**src/rtl/owire_pkg.sv**
```systemverilog
package owire_pkg;

  typedef enum logic [1:0] {
    KIND_RESET = 2'd0,
    KIND_WRITE = 2'd1,
    KIND_TOUCH = 2'd2,
    KIND_NONE  = 2'd3
  } slot_kind_e;

  typedef enum logic [1:0] {
    PH_IDLE,
    PH_LOW,
    PH_MID,
    PH_TAIL
  } phase_e;

  // phase lengths in microseconds before scaling
  localparam int unsigned RST_LOW_US  = 480;
  localparam int unsigned RST_SMP_US  = 70;
  localparam int unsigned RST_TAIL_US = 410;
  localparam int unsigned ONE_LOW_US  = 6;
  localparam int unsigned ONE_REC_US  = 64;
  localparam int unsigned ZERO_LOW_US = 60;
  localparam int unsigned ZERO_REC_US = 10;
  localparam int unsigned RD_SMP_US   = 9;
  localparam int unsigned RD_TAIL_US  = 55;

  localparam int unsigned DUR_W = $clog2(RST_LOW_US + 1);

endpackage

```
**src/rtl/owire_us_tick.sv**
```systemverilog
module owire_us_tick #(
  parameter int unsigned CLK_PER_US = 125,
  parameter int unsigned HIT_AT     = 1
) (
  input  logic clk,
  input  logic rst,
  input  logic run,
  output logic tick,
  output logic lag_hit
);
  localparam int unsigned CNT_W = (CLK_PER_US > 1) ? $clog2(CLK_PER_US) : 1;
  localparam logic [CNT_W-1:0] LAST = CNT_W'(CLK_PER_US - 1);
  localparam logic [CNT_W-1:0] HIT  = CNT_W'(HIT_AT);

  logic [CNT_W-1:0] cnt;

  always_ff @(posedge clk) begin
    if (rst || !run)      cnt <= '0;
    else if (cnt == LAST) cnt <= '0;
    else                  cnt <= cnt + 1'b1;
  end

  assign tick    = run && (cnt == LAST);
  assign lag_hit = run && (cnt == HIT);

  // ticks are spaced a full microsecond apart
  p_tick_spacing_r7: assert property (@(posedge clk) disable iff (rst)
    tick |=> !tick);

endmodule

```
**src/rtl/owire_line_sync.sv**
```systemverilog
module owire_line_sync #(
  parameter int unsigned STAGES = 2
) (
  input  logic clk,
  input  logic rst,
  input  logic din,
  output logic dout
);
  logic [STAGES-1:0] chain;

  always_ff @(posedge clk) begin
    if (rst) chain <= '1;
    else     chain <= {chain[STAGES-2:0], din};
  end

  assign dout = chain[STAGES-1];

endmodule

```
**src/rtl/owire_slot_seq.sv**
```systemverilog
module owire_slot_seq
  import owire_pkg::*;
#(
  parameter int unsigned SCALE_W = 4
) (
  input  logic               clk,
  input  logic               rst,
  input  logic               start,
  input  logic [1:0]         kind,
  input  logic               wbit,
  input  logic [SCALE_W-1:0] scale,
  input  logic               tick,
  input  logic               lag_hit,
  input  logic               line_s,
  output logic               busy,
  output logic               pull_low,
  output logic               done,
  output logic               rx_bit,
  output logic               present
);
  localparam int unsigned LEN_W = DUR_W + SCALE_W;

  phase_e             ph, ph_n;
  slot_kind_e         kind_q;
  logic               bit_q, smp_q;
  logic [SCALE_W-1:0] scale_q;
  logic [LEN_W-1:0]   us_cnt, len;
  logic [DUR_W-1:0]   base;
  logic               accept, ph_end, take_sample;

  assign accept = (ph == PH_IDLE) && start && (slot_kind_e'(kind) != KIND_NONE);

  always_comb begin
    base = '0;
    unique case (ph)
      PH_LOW:  base = (kind_q == KIND_RESET) ? DUR_W'(RST_LOW_US)
                    : (bit_q ? DUR_W'(ONE_LOW_US) : DUR_W'(ZERO_LOW_US));
      PH_MID:  base = (kind_q == KIND_RESET) ? DUR_W'(RST_SMP_US)
                    : smp_q ? DUR_W'(RD_SMP_US)
                    : (bit_q ? DUR_W'(ONE_REC_US) : DUR_W'(ZERO_REC_US));
      PH_TAIL: base = (kind_q == KIND_RESET) ? DUR_W'(RST_TAIL_US) : DUR_W'(RD_TAIL_US);
      default: base = '0;
    endcase
  end

  assign len         = LEN_W'(base) * LEN_W'(scale_q);
  assign ph_end      = tick && (us_cnt == len - LEN_W'(1));
  assign take_sample = (ph == PH_TAIL) && (us_cnt == '0) && lag_hit;

  always_comb begin
    ph_n = ph;
    unique case (ph)
      PH_IDLE: if (accept) ph_n = PH_LOW;
      PH_LOW:  if (ph_end) ph_n = PH_MID;
      PH_MID:  if (ph_end) ph_n = smp_q ? PH_TAIL : PH_IDLE;
      PH_TAIL: if (ph_end) ph_n = PH_IDLE;
      default: ph_n = PH_IDLE;
    endcase
  end

  always_ff @(posedge clk) begin
    if (rst) begin
      ph       <= PH_IDLE;
      kind_q   <= KIND_WRITE;
      bit_q    <= 1'b0;
      smp_q    <= 1'b0;
      scale_q  <= SCALE_W'(1);
      us_cnt   <= '0;
      busy     <= 1'b0;
      pull_low <= 1'b0;
      done     <= 1'b0;
      rx_bit   <= 1'b0;
      present  <= 1'b0;
    end else begin
      ph       <= ph_n;
      busy     <= (ph_n != PH_IDLE);
      pull_low <= (ph_n == PH_LOW);
      done     <= (ph != PH_IDLE) && (ph_n == PH_IDLE);
      if (accept) begin
        kind_q  <= slot_kind_e'(kind);
        bit_q   <= wbit;
        smp_q   <= (slot_kind_e'(kind) == KIND_RESET) ||
                   ((slot_kind_e'(kind) == KIND_TOUCH) && wbit);
        scale_q <= (scale == '0) ? SCALE_W'(1) : scale;
        if ((slot_kind_e'(kind) == KIND_TOUCH) && !wbit) rx_bit <= 1'b0;
      end
      if (ph == PH_IDLE || ph_end) us_cnt <= '0;
      else if (tick)               us_cnt <= us_cnt + 1'b1;
      if (take_sample) begin
        if (kind_q == KIND_RESET) present <= !line_s;
        else                      rx_bit  <= line_s;
      end
    end
  end

  p_done_one_clk_r9: assert property (@(posedge clk) disable iff (rst)
    done |=> !done);
  p_busy_fall_done_r9: assert property (@(posedge clk) disable iff (rst)
    $fell(busy) |-> done);
  p_idle_released_r1: assert property (@(posedge clk) disable iff (rst)
    !busy |-> !pull_low);
  p_slot_opens_low_r2: assert property (@(posedge clk) disable iff (rst)
    $rose(busy) |-> pull_low);
  p_start_ignored_r8: assert property (@(posedge clk) disable iff (rst)
    (busy && start) |=> ($stable(kind_q) && $stable(scale_q) && $stable(bit_q)));
  p_presence_kept_r11: assert property (@(posedge clk) disable iff (rst)
    (busy && kind_q != KIND_RESET) |=> $stable(present));

endmodule

```
**src/rtl/owire_slot_engine.sv**
```systemverilog
module owire_slot_engine #(
  parameter int unsigned CLK_PER_US  = 125,
  parameter int unsigned SCALE_W     = 4,
  parameter int unsigned SYNC_STAGES = 2
) (
  input  logic               clk,
  input  logic               rst,
  input  logic               start,
  input  logic [1:0]         slot_kind,
  input  logic               wr_bit,
  input  logic [SCALE_W-1:0] scale,
  input  logic               line_in,
  output logic               line_pull_low,
  output logic               busy,
  output logic               done,
  output logic               rx_bit,
  output logic               present
);
  // the sample is read SYNC_STAGES clocks after the nominal instant
  localparam int unsigned HIT_AT = SYNC_STAGES - 1;

  logic tick, lag_hit, line_s;

  owire_us_tick #(
    .CLK_PER_US (CLK_PER_US),
    .HIT_AT     (HIT_AT)
  ) u_tick (
    .clk     (clk),
    .rst     (rst),
    .run     (busy),
    .tick    (tick),
    .lag_hit (lag_hit)
  );

  owire_line_sync #(
    .STAGES (SYNC_STAGES)
  ) u_sync (
    .clk  (clk),
    .rst  (rst),
    .din  (line_in),
    .dout (line_s)
  );

  owire_slot_seq #(
    .SCALE_W (SCALE_W)
  ) u_seq (
    .clk      (clk),
    .rst      (rst),
    .start    (start),
    .kind     (slot_kind),
    .wbit     (wr_bit),
    .scale    (scale),
    .tick     (tick),
    .lag_hit  (lag_hit),
    .line_s   (line_s),
    .busy     (busy),
    .pull_low (line_pull_low),
    .done     (done),
    .rx_bit   (rx_bit),
    .present  (present)
  );

endmodule

```
**config.mk**
```make
export PLATFORM = sky130hd
export DESIGN_NAME = owire_slot_engine
export DESIGN_NICKNAME = d
export VERILOG_FILES = /design/src/rtl/owire_pkg.sv /design/src/rtl/owire_us_tick.sv /design/src/rtl/owire_line_sync.sv /design/src/rtl/owire_slot_seq.sv /design/src/rtl/owire_slot_engine.sv
export SDC_FILE = /design/constraint.sdc
export NUM_CORES = 1
export LEC_CHECK = 0
export ABC_AREA = 0
export ABC_CLOCK_PERIOD_IN_PS = 4500
export BUFFER_PORTS_ARGS = -buffer_cell sky130_fd_sc_hd__buf_2
export CAP_MARGIN = 5
export CORE_MARGIN = 4
export CORE_UTILIZATION = 45
export CTS_CLUSTER_DIAMETER = 40
export CTS_CLUSTER_SIZE = 10
export DETAILED_ROUTE_END_ITERATION = 8
export SYNTH_ARGS = -nofsm -noshare
export SYNTH_HDL_FRONTEND = slang
export SYNTH_SLANG_ARGS = --single-unit
```
**constraint.sdc**
```tcl
create_clock -name clk -period 4.5 [get_ports clk]
set_input_delay 1.125 -clock clk [delete_from_list [all_inputs] [get_ports clk]]
set_output_delay 1.125 -clock clk [all_outputs]
set_load 0.02 [all_outputs]
```
==> impl_metrics.ini <==
[timing]
fmax_mhz = 226
hold_viol_final = 0
setup_viol = 0
slew_viol_final = 0
slew_headroom_pct = 60.3
post-route-period-util_pct = 98.3
skew_ns = 0.00473
holdWs_ns = 0.418
rsz0062_at_grt = true
tightestPinTransition_ns = 0.592
finalCriticalPeriod_ns = 4.42

[run_status]
status = complete, no violations

[placed_design]
portBuffers = 15
place_area_um2 = 3820
hpwl_um = 6350
gp_congestion = 0.936
dp_cells = 546

[critical_path]
cp.required_ns = 4.68
worstPathArrival_ns = 4.60
cp-end-kind = flop
startpoint_type = flop
cp_max_fo = 7
critPathKind = reg2reg
reg2reg_depth = 18

[cells_and_area]
nets = 522
fin_area_um2 = 4420
layout_common_cells = 43 x buf_4, 41 x inv_1, 40 x nor2_1, 38 x nand2_1, 32 x dfxtp_1
drive_gt1_share_pct = 32.5
syn_to_final_growth_pct = 30.4
final_cell_count_no_fill = 564
antenna_cells = 0
final_common_cell = buf_4

[floorplan]
fp.dieW_um = 94.8
core_area_um2 = 7290
rows = 31
dieArea_um2 = 8990
initial_utilization_pct = 46.5
dieHeight_um = 94.8
io_pins = 16

[route]
vias = 3037
drt_first_pass_iters = 4
final_antenna_net_count = 0
drc = 0
via_per_inst = 5.38
first_iter_violations = 129
wl_per_cell_um = 15.2
drt_wl_total_um = 8550

[synthesis]
yosys-top-cells-area = dfxtp_1 22%, ha_1 11%, fa_1 9.4%
ys.flop_type = dfxtp_1
netlist_area_um2 = 3390
avgSynthCellArea_um2 = 8.33
ys_ff_latch = 37
yosys_warnings = 0
syn_inst = 407
mappedNetlistNets = 465
synth-seq-area-share_pct = 21.9
yosys.area.top_type = dfxtp_1
async_flop_share_pct = 0
synth_edf_count = 0
yosysUniqueCellTypes = 57
synth_top_area_share_pct = 21.9

[power_and_ir_drop]
irDropWorstVdd_v = 0.000175
power.density_nw_per_um2 = 277
p_leak_nw = 1.85

[cts]
hold_buffers = 0
clk_pin_slew_worst_paths_ns = 0.08
clock_tree.root_cell = clkbuf_8
cts_buffer_depth = 2
cts.sinks = 37
htree_levels = 2
cts_buffers = 5
clk_latency_ns = 0.29
cts_tree = built

[global_route]
track_usage_pct = 19.4
antenna_found_initial = 0
grt_max_degree = 19
grt_pass1_vias = 2894
gr-total-overflow = 0
grt_pass1_wl_um = 13800

[min_path]
hold_depth = 1
min_path_type = reg2reg

[run]
maxCapViolCount = 0
## layout make-up
class | instances | area (µm²)
inverters | 42 | 158
fillers | 664 | 2870
repair buffers | 64 | 490
clock buffers | 5 | 68.8
multi-input cells | 314 | 2780
flip-flops and latches | 37 | 752
well taps | 99 | 124
clock inverters | 3 | 43.8
## worst paths after layout
kind	startpoint	endpoint	slack (ns)
setup / recovery	u_seq.ph[1]$_SDFF_PP0_	u_seq.ph[1]$_SDFF_PP0_	0.08
hold reg to reg	u_sync.chain[0]$_SDFF_PP1_	u_sync.chain[1]$_SDFF_PP1_	0.42
hold / removal	u_sync.chain[0]$_SDFF_PP1_	u_sync.chain[1]$_SDFF_PP1_	0.42
setup reg to reg	u_seq.ph[1]$_SDFF_PP0_	u_seq.ph[1]$_SDFF_PP0_	0.08
## where the power goes
part	total, mW	switching, mW	internal (mW)
registers	0.348	0.0130	0.335
logic	0.580	0.282	0.297
clock network	0.295	0.129	0.166
total	1.22	0.424	0.799
## worst max-delay path, cell delays in order, from the launching register on
cell	delay, ns
dfxtp_4	0.37
xnor2_4	0.17
nor2_1	0.06
a31oi_1	0.14
nor2_1	0.05
a31o_2	0.25
nand2_2	0.09
ha_4	0.20
fa_1	0.54
inv_1	0.05
fa_1	0.49
ha_4	0.31
a21oi_4	0.18
nand2_2	0.10
or3_4	0.40
a211o_1	0.31
nor3_4	0.24
nand4_1	0.13
a32o_2	0.24
## sequential cells by signal (all words and copies together), names as in the netlist
| name | cells |
|---|---|
| u_seq.kind_q | 2 |
| u_seq.done | 1 |
| u_seq.smp_q | 1 |
| u_sync.chain | 2 |
| u_seq.busy | 1 |
| u_seq.pull_low | 1 |
| u_seq.scale_q | 4 |
| u_seq.ph | 2 |
| u_seq.us_cnt | 13 |
| u_seq.present | 1 |
| u_seq.bit_q | 1 |
| u_tick.cnt | 7 |
| u_seq.rx_bit | 1 |
## stage by stage
step	TNS, ns	setup WS, ns	util [%]	power (mW)
final	0	0.0764	60.6	1.22
after global routing	-0.232	-0.0725	60.6	1.30
after CTS	0	0.0439	56.8	1.14
after detailed placement	-2.08	-0.193	52.5	0.782
after global placement	-1.56	-0.153	52.5	0.778
after floorplan	0	0.0428	-	0.626
## cell families (layout without fill, tap and decap cells)
logic type,count (synthesis),in the layout,share of synthesized area [%]
mux,7,7,2.07
buf+inv,56,114,6.68
simple gates,166,166,26.6
compound gates,58,58,12.1
xor+xnor,36,36,9.75
fa+ha+maj,47,47,20.9
flops,37,37,21.9
## synth_stat cells, types with 2 or more instances
master / number
a211o_1: 3
a211oi_1: 3
a21o_1: 3
a21oi_1: 17
a311oi_1: 2
a31oi_1: 2
and2_1: 8
and3_1: 5
and4_1: 2
buf_6: 2
clkbuf_1: 11
dfxtp_1: 37
fa_1: 16
ha_1: 31
inv_1: 42
mux2i_1: 7
nand2_1: 41
nand3_1: 9
nand4_1: 10
nand4b_1: 2
nor2_1: 44
nor2b_1: 2
nor3_1: 10
nor3_2: 12
nor4bb_1: 2
o21a_1: 2
o21ai_0: 9
o21bai_1: 2
o22ai_1: 2
or2_2: 4
or3_1: 5
or4_1: 2
xnor2_1: 19
xor2_1: 16
## per-layer routing
| metal | wire [µm] | up-vias | global-route usage, % |
|---|---|---|---|
| li1 | - | 1507 | - |
| met1 | 3970 | 1469 | 26.1 |
| met2 | 4210 | 47 | 32.6 |
| met3 | 235 | 14 | 2.23 |
| met4 | 139 | 0 | 5.53 |
| met5 | 0 | - | 0 |
## timing repair
action                     CTS  global route
gates cloned                 1             0
setup endpoints to repair   18            18
pin swaps                   14            35
gates resized for setup     33            45
setup buffers                2             7
Power figures use the tool's default switching activity.
